$ cat src/rtl/mbx_pkg.sv
package mbx_pkg;

  typedef enum logic [2:0] {
    ACC_NONE,
    ACC_SET,
    ACC_CLR,
    ACC_CTRL,
    ACC_SRC
  } acc_kind_e;

  // pending field position inside the source register
  localparam int SRC_LSB = 4;

endpackage

$ cat src/rtl/mbx_decode.sv
module mbx_decode #(
  parameter int ADDR_W = 8,
  parameter int CORE_W = 2,
  parameter int MBOX_W = 2
) (
  input  logic [ADDR_W-1:0] addr_i,
  input  logic [CORE_W-1:0] req_core_i,
  output mbx_pkg::acc_kind_e kind_o,
  output logic [CORE_W-1:0] core_o,
  output logic [MBOX_W-1:0] mbox_o
);
  import mbx_pkg::*;

  localparam int IDX_W   = CORE_W + MBOX_W;
  localparam int REG_LSB = IDX_W + 2;

  logic [IDX_W-1:0] idx;
  logic [IDX_W-1:0] grp_pad;
  logic [1:0]       region;
  logic             aligned;
  logic             hi_zero;
  logic             pad_ok;

  assign idx     = addr_i[2 +: IDX_W];
  assign region  = addr_i[REG_LSB +: 2];
  assign aligned = (addr_i[1:0] == 2'b00);
  assign hi_zero = ((addr_i >> (REG_LSB + 2)) == '0);
  // register group: top index bit picks ctrl/src, core in low bits, rest must be 0
  assign grp_pad = idx & ~(IDX_W'(1) << (IDX_W - 1));
  assign pad_ok  = ((grp_pad >> CORE_W) == '0);

  always_comb begin
    kind_o = ACC_NONE;
    core_o = idx[MBOX_W +: CORE_W];
    mbox_o = idx[MBOX_W-1:0];
    if (aligned && hi_zero) begin
      case (region)
        2'd0: kind_o = ACC_SET;
        2'd1: kind_o = ACC_CLR;
        2'd2: begin
          if (pad_ok) begin
            kind_o = idx[IDX_W-1] ? ACC_SRC : ACC_CTRL;
            core_o = idx[CORE_W-1:0];
          end
        end
        default: begin
          if (idx[IDX_W-1:1] == '0) begin
            kind_o = idx[0] ? ACC_CTRL : ACC_SRC;
            core_o = req_core_i;
          end
        end
      endcase
    end
  end

endmodule

$ cat src/rtl/mbx_cell.sv
module mbx_cell #(
  parameter int NUM_PORTS = 2,
  parameter int DATA_W    = 32,
  parameter int CORE_W    = 2,
  parameter int MBOX_W    = 2,
  parameter int CORE_ID   = 0,
  parameter int MBOX_ID   = 0
) (
  input  logic                                 clk_i,
  input  logic                                 rst_ni,
  input  logic [NUM_PORTS-1:0]                 we_i,
  input  mbx_pkg::acc_kind_e [NUM_PORTS-1:0]   kind_i,
  input  logic [NUM_PORTS-1:0][CORE_W-1:0]     core_i,
  input  logic [NUM_PORTS-1:0][MBOX_W-1:0]     mbox_i,
  input  logic [NUM_PORTS-1:0][DATA_W-1:0]     wdata_i,
  output logic [DATA_W-1:0]                    val_o
);
  import mbx_pkg::*;

  logic [DATA_W-1:0] val_q;
  logic [DATA_W-1:0] set_m;
  logic [DATA_W-1:0] clr_m;

  always_comb begin
    set_m = '0;
    clr_m = '0;
    for (int p = 0; p < NUM_PORTS; p++) begin
      if (we_i[p] && core_i[p] == CORE_W'(CORE_ID) && mbox_i[p] == MBOX_W'(MBOX_ID)) begin
        if (kind_i[p] == ACC_SET) set_m = set_m | wdata_i[p];
        if (kind_i[p] == ACC_CLR) clr_m = clr_m | wdata_i[p];
      end
    end
  end

  // set applied after clear: set wins on overlap
  always_ff @(posedge clk_i or negedge rst_ni) begin
    if (!rst_ni) val_q <= '0;
    else         val_q <= (val_q & ~clr_m) | set_m;
  end

  assign val_o = val_q;

  assert_set_sticky_R3: assert property (@(posedge clk_i) disable iff (!rst_ni)
    (|set_m) |=> ((val_q & $past(set_m)) == $past(set_m)));

  assert_clear_bits_R4: assert property (@(posedge clk_i) disable iff (!rst_ni)
    (|(clr_m & ~set_m)) |=> ((val_q & $past(clr_m & ~set_m)) == '0));

  assert_set_beats_clear_R8: assert property (@(posedge clk_i) disable iff (!rst_ni)
    (|(set_m & clr_m)) |=> ((val_q & $past(set_m & clr_m)) == $past(set_m & clr_m)));

  assert_untouched_hold_R10: assert property (@(posedge clk_i) disable iff (!rst_ni)
    (set_m == '0 && clr_m == '0) |=> $stable(val_q));

endmodule

$ cat src/rtl/mbx_core_irq.sv
module mbx_core_irq #(
  parameter int NUM_PORTS = 2,
  parameter int NUM_MBOX  = 4,
  parameter int DATA_W    = 32,
  parameter int CORE_W    = 2,
  parameter int CORE_ID   = 0
) (
  input  logic                                 clk_i,
  input  logic                                 rst_ni,
  input  logic [NUM_PORTS-1:0]                 we_i,
  input  mbx_pkg::acc_kind_e [NUM_PORTS-1:0]   kind_i,
  input  logic [NUM_PORTS-1:0][CORE_W-1:0]     core_i,
  input  logic [NUM_PORTS-1:0][DATA_W-1:0]     wdata_i,
  input  logic [NUM_MBOX-1:0][DATA_W-1:0]      mbox_i,
  output logic [NUM_MBOX-1:0]                  en_o,
  output logic [NUM_MBOX-1:0]                  pend_o,
  output logic                                 irq_o
);
  import mbx_pkg::*;

  logic [NUM_MBOX-1:0] en_q;
  logic [NUM_MBOX-1:0] en_d;
  logic [NUM_MBOX-1:0] nz;
  logic                irq_q;

  for (genvar m = 0; m < NUM_MBOX; m++) begin : g_nz
    assign nz[m] = |mbox_i[m];
  end

  // later port overrides earlier one
  always_comb begin
    en_d = en_q;
    for (int p = 0; p < NUM_PORTS; p++) begin
      if (we_i[p] && kind_i[p] == ACC_CTRL && core_i[p] == CORE_W'(CORE_ID))
        en_d = wdata_i[p][NUM_MBOX-1:0];
    end
  end

  always_ff @(posedge clk_i or negedge rst_ni) begin
    if (!rst_ni) begin
      en_q  <= '0;
      irq_q <= 1'b0;
    end else begin
      en_q  <= en_d;
      irq_q <= |(nz & en_q);
    end
  end

  assign en_o   = en_q;
  assign pend_o = nz & en_q;
  assign irq_o  = irq_q;

  assert_irq_rise_R7: assert property (@(posedge clk_i) disable iff (!rst_ni)
    (|(nz & en_q)) |=> irq_q);

  assert_irq_fall_R7: assert property (@(posedge clk_i) disable iff (!rst_ni)
    !(|(nz & en_q)) |=> !irq_q);

endmodule

$ cat src/rtl/mbx_ipi_ctrl.sv
module mbx_ipi_ctrl #(
  parameter int NUM_CORES = 4,
  parameter int NUM_MBOX  = 4,
  parameter int NUM_PORTS = 2,
  parameter int DATA_W    = 32,
  parameter int ADDR_W    = 8,
  localparam int CORE_W   = $clog2(NUM_CORES)
) (
  input  logic                              clk_i,
  input  logic                              rst_ni,
  input  logic [NUM_PORTS-1:0]              bus_we_i,
  input  logic [NUM_PORTS-1:0][ADDR_W-1:0]  bus_addr_i,
  input  logic [NUM_PORTS-1:0][DATA_W-1:0]  bus_wdata_i,
  input  logic [NUM_PORTS-1:0][CORE_W-1:0]  bus_req_core_i,
  output logic [NUM_PORTS-1:0][DATA_W-1:0]  bus_rdata_o,
  output logic [NUM_CORES-1:0]              irq_o
);
  import mbx_pkg::*;

  localparam int MBOX_W = $clog2(NUM_MBOX);

  acc_kind_e [NUM_PORTS-1:0]                      kind;
  logic [NUM_PORTS-1:0][CORE_W-1:0]               acc_core;
  logic [NUM_PORTS-1:0][MBOX_W-1:0]               acc_mbox;
  logic [NUM_CORES-1:0][NUM_MBOX-1:0][DATA_W-1:0] mbox_val;
  logic [NUM_CORES-1:0][NUM_MBOX-1:0]             en_q;
  logic [NUM_CORES-1:0][NUM_MBOX-1:0]             pend;

  for (genvar p = 0; p < NUM_PORTS; p++) begin : g_port
    mbx_decode #(
      .ADDR_W (ADDR_W),
      .CORE_W (CORE_W),
      .MBOX_W (MBOX_W)
    ) u_dec (
      .addr_i     (bus_addr_i[p]),
      .req_core_i (bus_req_core_i[p]),
      .kind_o     (kind[p]),
      .core_o     (acc_core[p]),
      .mbox_o     (acc_mbox[p])
    );
  end

  for (genvar c = 0; c < NUM_CORES; c++) begin : g_core
    for (genvar m = 0; m < NUM_MBOX; m++) begin : g_mbox
      mbx_cell #(
        .NUM_PORTS (NUM_PORTS),
        .DATA_W    (DATA_W),
        .CORE_W    (CORE_W),
        .MBOX_W    (MBOX_W),
        .CORE_ID   (c),
        .MBOX_ID   (m)
      ) u_cell (
        .clk_i   (clk_i),
        .rst_ni  (rst_ni),
        .we_i    (bus_we_i),
        .kind_i  (kind),
        .core_i  (acc_core),
        .mbox_i  (acc_mbox),
        .wdata_i (bus_wdata_i),
        .val_o   (mbox_val[c][m])
      );
    end

    mbx_core_irq #(
      .NUM_PORTS (NUM_PORTS),
      .NUM_MBOX  (NUM_MBOX),
      .DATA_W    (DATA_W),
      .CORE_W    (CORE_W),
      .CORE_ID   (c)
    ) u_irq (
      .clk_i   (clk_i),
      .rst_ni  (rst_ni),
      .we_i    (bus_we_i),
      .kind_i  (kind),
      .core_i  (acc_core),
      .wdata_i (bus_wdata_i),
      .mbox_i  (mbox_val[c]),
      .en_o    (en_q[c]),
      .pend_o  (pend[c]),
      .irq_o   (irq_o[c])
    );
  end

  always_comb begin
    for (int p = 0; p < NUM_PORTS; p++) begin
      bus_rdata_o[p] = '0;
      case (kind[p])
        ACC_CLR:  bus_rdata_o[p] = mbox_val[acc_core[p]][acc_mbox[p]];
        ACC_CTRL: bus_rdata_o[p][NUM_MBOX-1:0] = en_q[acc_core[p]];
        ACC_SRC:  bus_rdata_o[p][SRC_LSB +: NUM_MBOX] = pend[acc_core[p]];
        default:  bus_rdata_o[p] = '0;
      endcase
    end
  end

endmodule

$ cat config.mk
export PLATFORM = sky130hd
export DESIGN_NAME = mbx_ipi_ctrl
export DESIGN_NICKNAME = d
export VERILOG_FILES = /design/src/rtl/mbx_pkg.sv /design/src/rtl/mbx_decode.sv /design/src/rtl/mbx_cell.sv /design/src/rtl/mbx_core_irq.sv /design/src/rtl/mbx_ipi_ctrl.sv
export SDC_FILE = /design/constraint.sdc
export NUM_CORES = 2
export LEC_CHECK = 0
export BUFFER_PORTS_ARGS = -buffer_cell sky130_fd_sc_hd__buf_4
export CAP_MARGIN = 20
export CORE_MARGIN = 5
export CORE_UTILIZATION = 47
export CTS_CLUSTER_SIZE = 24
export DETAILED_ROUTE_END_ITERATION = 7
export MAX_ROUTING_LAYER = met4
export PLACE_DENSITY = 0.72
export SETUP_SLACK_MARGIN = 0.3
export SYNTH_ARGS = -nofsm -noshare
export SYNTH_HDL_FRONTEND = slang
export SYNTH_SLANG_ARGS = --single-unit
export TNS_END_PERCENT = 30
$ cat constraint.sdc
create_clock -name clk_i -period 3.85 [get_ports clk_i]
set_clock_uncertainty 0.05 [all_clocks]
set_input_delay 0.77 -clock clk_i [delete_from_list [all_inputs] [get_ports clk_i]]
set_output_delay 0.77 -clock clk_i [all_outputs]
set_load 0.01 [all_outputs]
After elaboration in Yosys (flattened, before gate mapping)
Index checks and enable logic that the tools add are counted.
- bits in registers: 532
- input bits: 88
- output and inout bits: 68
- logic and storage cells: 372
- order comparisons: 4
- eq/ne operators: 24
- muxes and demuxes: 148
- bitwise logic cells: 84
- reductions and logical operators: 88
- operators with widths (operator ; count):
    2-to-1 mux 32 bit ; 100
    OR 32 bit ; 48
    bitwise AND 32 bit ; 16
    binary-select mux 128 bit (select 2 bit) ; 2
    NOT 32 bit ; 16
    OR reduction 32 bit ; 16
    2-to-1 mux 128 bit ; 2
    binary-select mux 32 bit (select 2 bit) ; 2
    logical AND 1 bit ; 50
    2-to-1 mux 24 bit ; 2
    2-to-1 mux 4 bit ; 12
    binary-select mux 4 bit (select 2 bit) ; 4
    one-hot mux 4 bit (2 select lines) ; 4
    2-to-1 mux 3 bit ; 10
    == test 2 bit, second input constant ; 10
    one-hot mux 3 bit (3 select lines) ; 2
    bitwise AND 4 bit ; 4
    zero test 2 bit ; 8
    OR reduction 4 bit ; 4
    == test 2 x 1 -> 1 bit, second input constant ; 6
    == test 3 x 2 -> 1 bit, second input constant ; 4
    < comparator 2 x 3 -> 1 bit, second input constant ; 4
    2-to-1 mux 2 bit ; 6
    zero test 4 bit ; 2
    6 further kinds ; 14

Depth between registers and ports, before layout
- depth in word-level cells: 14
- depth in mapped cells: 14
- depth with buffers taken out: 7

Hierarchy
A second synthesis with hierarchy kept.
- cells, all modules: 3908
- area total of the unflattened synthesis: 41140.7 µm²
- modules (own cells, without submodules) (module ; instances ; cells an instance ; area each (µm²) ; seq. area each (µm²)):
    mbx_cell (g_core[1].g_mbox[1].u_cell ...) ; 4 ; 267 ; 2198.4 ; 800.8
    mbx_ipi_ctrl ; 1 ; 614 ; 8593.2 ; 0.0
    mbx_cell (g_core[1].g_mbox[3].u_cell ...) ; 4 ; 150 ; 1707.9 ; 800.8
    mbx_cell (g_core[1].g_mbox[0].u_cell ...) ; 2 ; 150 ; 1826.8 ; 800.8
    mbx_cell (g_core[0].g_mbox[1].u_cell ...) ; 2 ; 150 ; 1699.1 ; 800.8
    mbx_cell (g_core[0].g_mbox[0].u_cell) ; 1 ; 261 ; 2312.2 ; 800.8
    mbx_cell (g_core[3].g_mbox[0].u_cell) ; 1 ; 150 ; 1736.7 ; 800.8
    mbx_cell (g_core[0].g_mbox[3].u_cell) ; 1 ; 150 ; 1725.4 ; 800.8
    mbx_cell (g_core[3].g_mbox[3].u_cell) ; 1 ; 150 ; 1694.1 ; 800.8
    mbx_core_irq (g_core[1].u_irq ...) ; 2 ; 67 ; 529.3 ; 125.1
    mbx_core_irq (g_core[3].u_irq) ; 1 ; 67 ; 524.3 ; 125.1
    mbx_core_irq (g_core[0].u_irq) ; 1 ; 66 ; 521.8 ; 125.1
    mbx_decode ; 2 ; 24 ; 148.9 ; 0.0

Worst setup path after synthesis
No wires, ideal clock.
- path kind: input to output
- start: input port bus_addr_i[13] (netlist bit)
- end: output port bus_rdata_o[36] (netlist bit)
- arrival time: 2.958 ns
- data required time: 3.030 ns
- slack: 0.072 ns
- stages on the path: 11
- path buffers: 4
- cell sequence: buf_2 -> nor2b_4 -> a311o_1 -> buf_6 -> o21a_4 -> buf_8 -> buf_6 -> mux2i_1 -> mux2_2 -> a211o_1 -> o41ai_2
- RTL lines (what ; RTL line ; text):
    from (decl) ; mbx_ipi_ctrl.sv:12 ; input logic [NUM_PORTS-1:0][ADDR_W-1:0] bus_addr_i,
    to (decl) ; mbx_ipi_ctrl.sv:15 ; output logic [NUM_PORTS-1:0][DATA_W-1:0] bus_rdata_o,

==> impl_metrics.toml <==
[run_status]
outcome = "finished with violations"
violations = "negative setup slack"

[floorplan]
dieArea_um2 = 82390
initial_utilization = 0.4742
ios = 156
rows = 101
core_area_um2 = 76080
die_h_um = 287.0
die_width_um = 287.0

[critical_path]
cpMostUsedCell = "buf_6"
rr_startpoint = "g_core[3].g_mbox[0].u_cell.val_o[0]$_DFF_PN0_"
regToRegEndpoint = "g_core[3].u_irq.irq_o$_DFF_PN0_"
reg2reg_depth = 5
max_stage_delay_ns = 0.58
crit_fanout = 8
r2r_slack_ns = 1.82
cp-start-kind = "primary input"
endpoint_kind = "output port"
cp_cell_sequence = "buf_6 -> or4b_4 -> a21oi_4 -> nand2b_4 -> buf_6 -> mux2_4 -> a211o_1 -> o41ai_4 -> buf_4"
cp_slowest_cell = "or4b_4"
critPathRequiredTime_ns = 3.03
cp.arrival_ns = 3.20
path_class = "primary input to output port"

[placed_design]
io_buffers = 155
gp_congestion = 1.088
hpwl_um = 128200

[clock_network]
htreeDepth = 3
clock_latency_ns = 0.66
cts.sinks = 532
cts_root_buf = "clkbuf_16"
cts_tree = "built"
clockBufferDepth = 3
ctsHoldBuffers = 0
clk_pin_slew_ns = 0.06
cts_buffers = 66

[cells_and_area]
nFillCells = 6484
drive_gt1_frac = 0.2701
final_cell_mix = "o221ai_1 (1033), nand2_1 (788), buf_4 (612), dfrtp_1 (518), nand3_1 (205)"
num-nets-final = 4448
final_common_cell = "o221ai_1"
flow.area_growth_from_synthesis_pct = 28.28

[sta]
worst-slew-pin-transition_ns = 0.7818
finalCritPeriodShare = 1.044
finalHoldViolCount = 0
max_freq_mhz = 248.7
relSlewSlack = 0.4775
setup_viol = 50
rsz0062_at_grt = "true"
slew_viol_final = 0
hold_slack_ns = 0.1112
finalCriticalPeriod_ns = 4.020
worst_slack_ns = -0.1704
timing.setup.tns_ns = -3.731

[synth]
syn_inst = 4032
synthArstFlopShare = 1.000
yosys.area_share.simple = 0.1815
yosysSeqAreaShare = 0.3690
synth_top_flop_cell = "dfrtp_1"
synth_edf_count = 0
syn_nets = 4120
synth.avg_cell_area_um2 = 8.947
synth-compound-area-share = 0.3081
syn_area_um2 = 36070
synthDistinctLibCells = 66
ys_ff_latch = 532
synth_area_leaders = "dfrtp_1 (37%), o221ai_1 (25%), nand2_1 (8.4%), mux4_2 (4.2%), mux2i_1 (3.5%)"
synth_fa_ha_area_frac = 0
synth_mux_area_frac = 0.07776
synth-xor-area-share = 0
synth_top_cell_area_share = 0.3690
synth_top_family_by_area = "compound AO/OA/AOI/OAI gates"
yosys.area.top_type = "dfrtp_1"
yosys_warnings = 0

[routing]
wl_um = 199000
ant_nets = 0
num_vias = 43890
drt-initial-drc-count = 8847
drc = 0
drt-wirelength-per-cell_um = 36.56
firstDrtPassIters = 8
viasPerCell = 8.064

[global_route]
gr-total-overflow = 0
grt_max_degree = 76
first_global_vias = 41170
grt_use_total = 0.4757
grt_pass1_wl_um = 286600
grt_antenna_before_repair = 3

[power_and_ir_drop]
power_density_nw_per_um2 = 406.8
ir_worst_vdd_mv = 0.3191
p_leak_nw = 18.16

[min_path]
holdCritPathClass = "primary input to asynchronous set/reset pin"

[flow_run]
maxCapViolCount = 0
## repair_timing
action	in CTS	in global routing
endpoints found under the setup margin	64	64
resized for setup	224	87
pin swaps	57	42
buffers inserted	44	26
gates cloned	5	5
## through the flow
step | area (µm²) | instances | util | worst slack [ns] | power (mW)
5_1_grt | 46280 | 5443 | 0.6083 | -0.2247 | 19.18
2_1_floorplan | 36160 | 4032 | - | 0.1833 | 8.843
3_5_place_dp | 41640 | 5242 | 0.5474 | -0.4424 | 11.60
3_3_place_gp | 41640 | 5242 | 0.5474 | -0.3733 | 11.56
4_1_cts | 45460 | 5409 | 0.5976 | -0.1596 | 18.35
6_report | 46280 | 5443 | 0.6083 | -0.1704 | 18.82
## worst max-delay path, delay by kind of cell
| kind | cells | cell delay [ns] |
|---|---|---|
| compound gates | 3 | 0.80 |
| buf+inv | 3 | 0.44 |
| mux | 1 | 0.29 |
| simple gates | 2 | 0.88 |
## worst max-delay path by stage
stage / from / end / slack, ns
after CTS: g_core[2].g_mbox[2].u_cell.val_o[1]$_DFF_PN0_ / bus_rdata_o[6] / -0.16
after detailed placement: bus_addr_i[8] / bus_rdata_o[37] / -0.44
final: bus_addr_i[8] / bus_rdata_o[36] / -0.17
after floorplan: bus_addr_i[12] / bus_rdata_o[39] / 0.18
after global placement: bus_addr_i[8] / bus_rdata_o[37] / -0.37
after global routing: bus_addr_i[8] / bus_rdata_o[37] / -0.22
## flip-flops by register name, summed over array words and instances (netlist names)
signal	count
g_core.u_irq.en_o	16
g_core.g_mbox.u_cell.val_o	512
g_core.u_irq.irq_o	4
## per-layer routing
metal	up-vias	GRT usage	wire, µm
met5	-	-	0
met3	1288	0.1547	31000
met1	21010	0.5932	67810
met2	4503	0.6601	80780
met4	0	0.3129	19420
li1	17100	-	-
## power by group
part / total, mW / internal, mW / switching [mW]
Combinational: 5.23 / 2.32 / 2.91
Sequential: 7.04 / 6.15 / 0.891
Clock: 6.55 / 3.72 / 2.83
Total: 18.8 / 12.2 / 6.63
## cells in the mapped netlist, drive strengths merged, types with 3 or more instances
| master | instances |
|---|---|
| a211o | 3 |
| nand2b | 7 |
| a21oi | 126 |
| and2 | 7 |
| a221oi | 15 |
| a211oi | 9 |
| o31ai | 5 |
| nand3 | 235 |
| o22ai | 6 |
| nor3 | 16 |
| clkbuf | 304 |
| mux2 | 4 |
| nor2 | 86 |
| mux2i | 125 |
| a311oi | 5 |
| and3 | 13 |
| nand4 | 60 |
| dfrtp | 532 |
| nand2 | 813 |
| inv | 4 |
| o221ai | 1049 |
| or3 | 28 |
| nor4 | 132 |
| or2 | 3 |
| nor2b | 8 |
| o2111ai | 8 |
| a31oi | 32 |
| buf | 222 |
| a32oi | 9 |
| mux4 | 67 |
| o211ai | 33 |
| o21ai | 40 |
## cell families (layout without fill, tap and decap cells)
| logic type | count (synthesis) | count (layout) |
|---|---|---|
| buffers and inverters | 530 | 907 |
| multiplexers | 196 | 196 |
| other | 0 | 3 |
| AO/OA/AOI/OAI | 1355 | 1355 |
| flip-flops | 532 | 532 |
| AND/OR/NAND/NOR | 1419 | 1420 |
## layout make-up
type,count,area (µm²),share of cell area
Multi-Input combinational cell,2971,21780,0.4707
Inverter,4,15.01,0.0003245
Timing Repair Buffer,785,7635,0.1650
Tap cell,1030,1289,0.02785
Clock inverter,23,294.0,0.006354
Antenna cell,3,7.507,0.0001622
Clock buffer,95,1922,0.04153
Sequential cell,532,13330,0.2881
(Power assumes the default switching activity.)
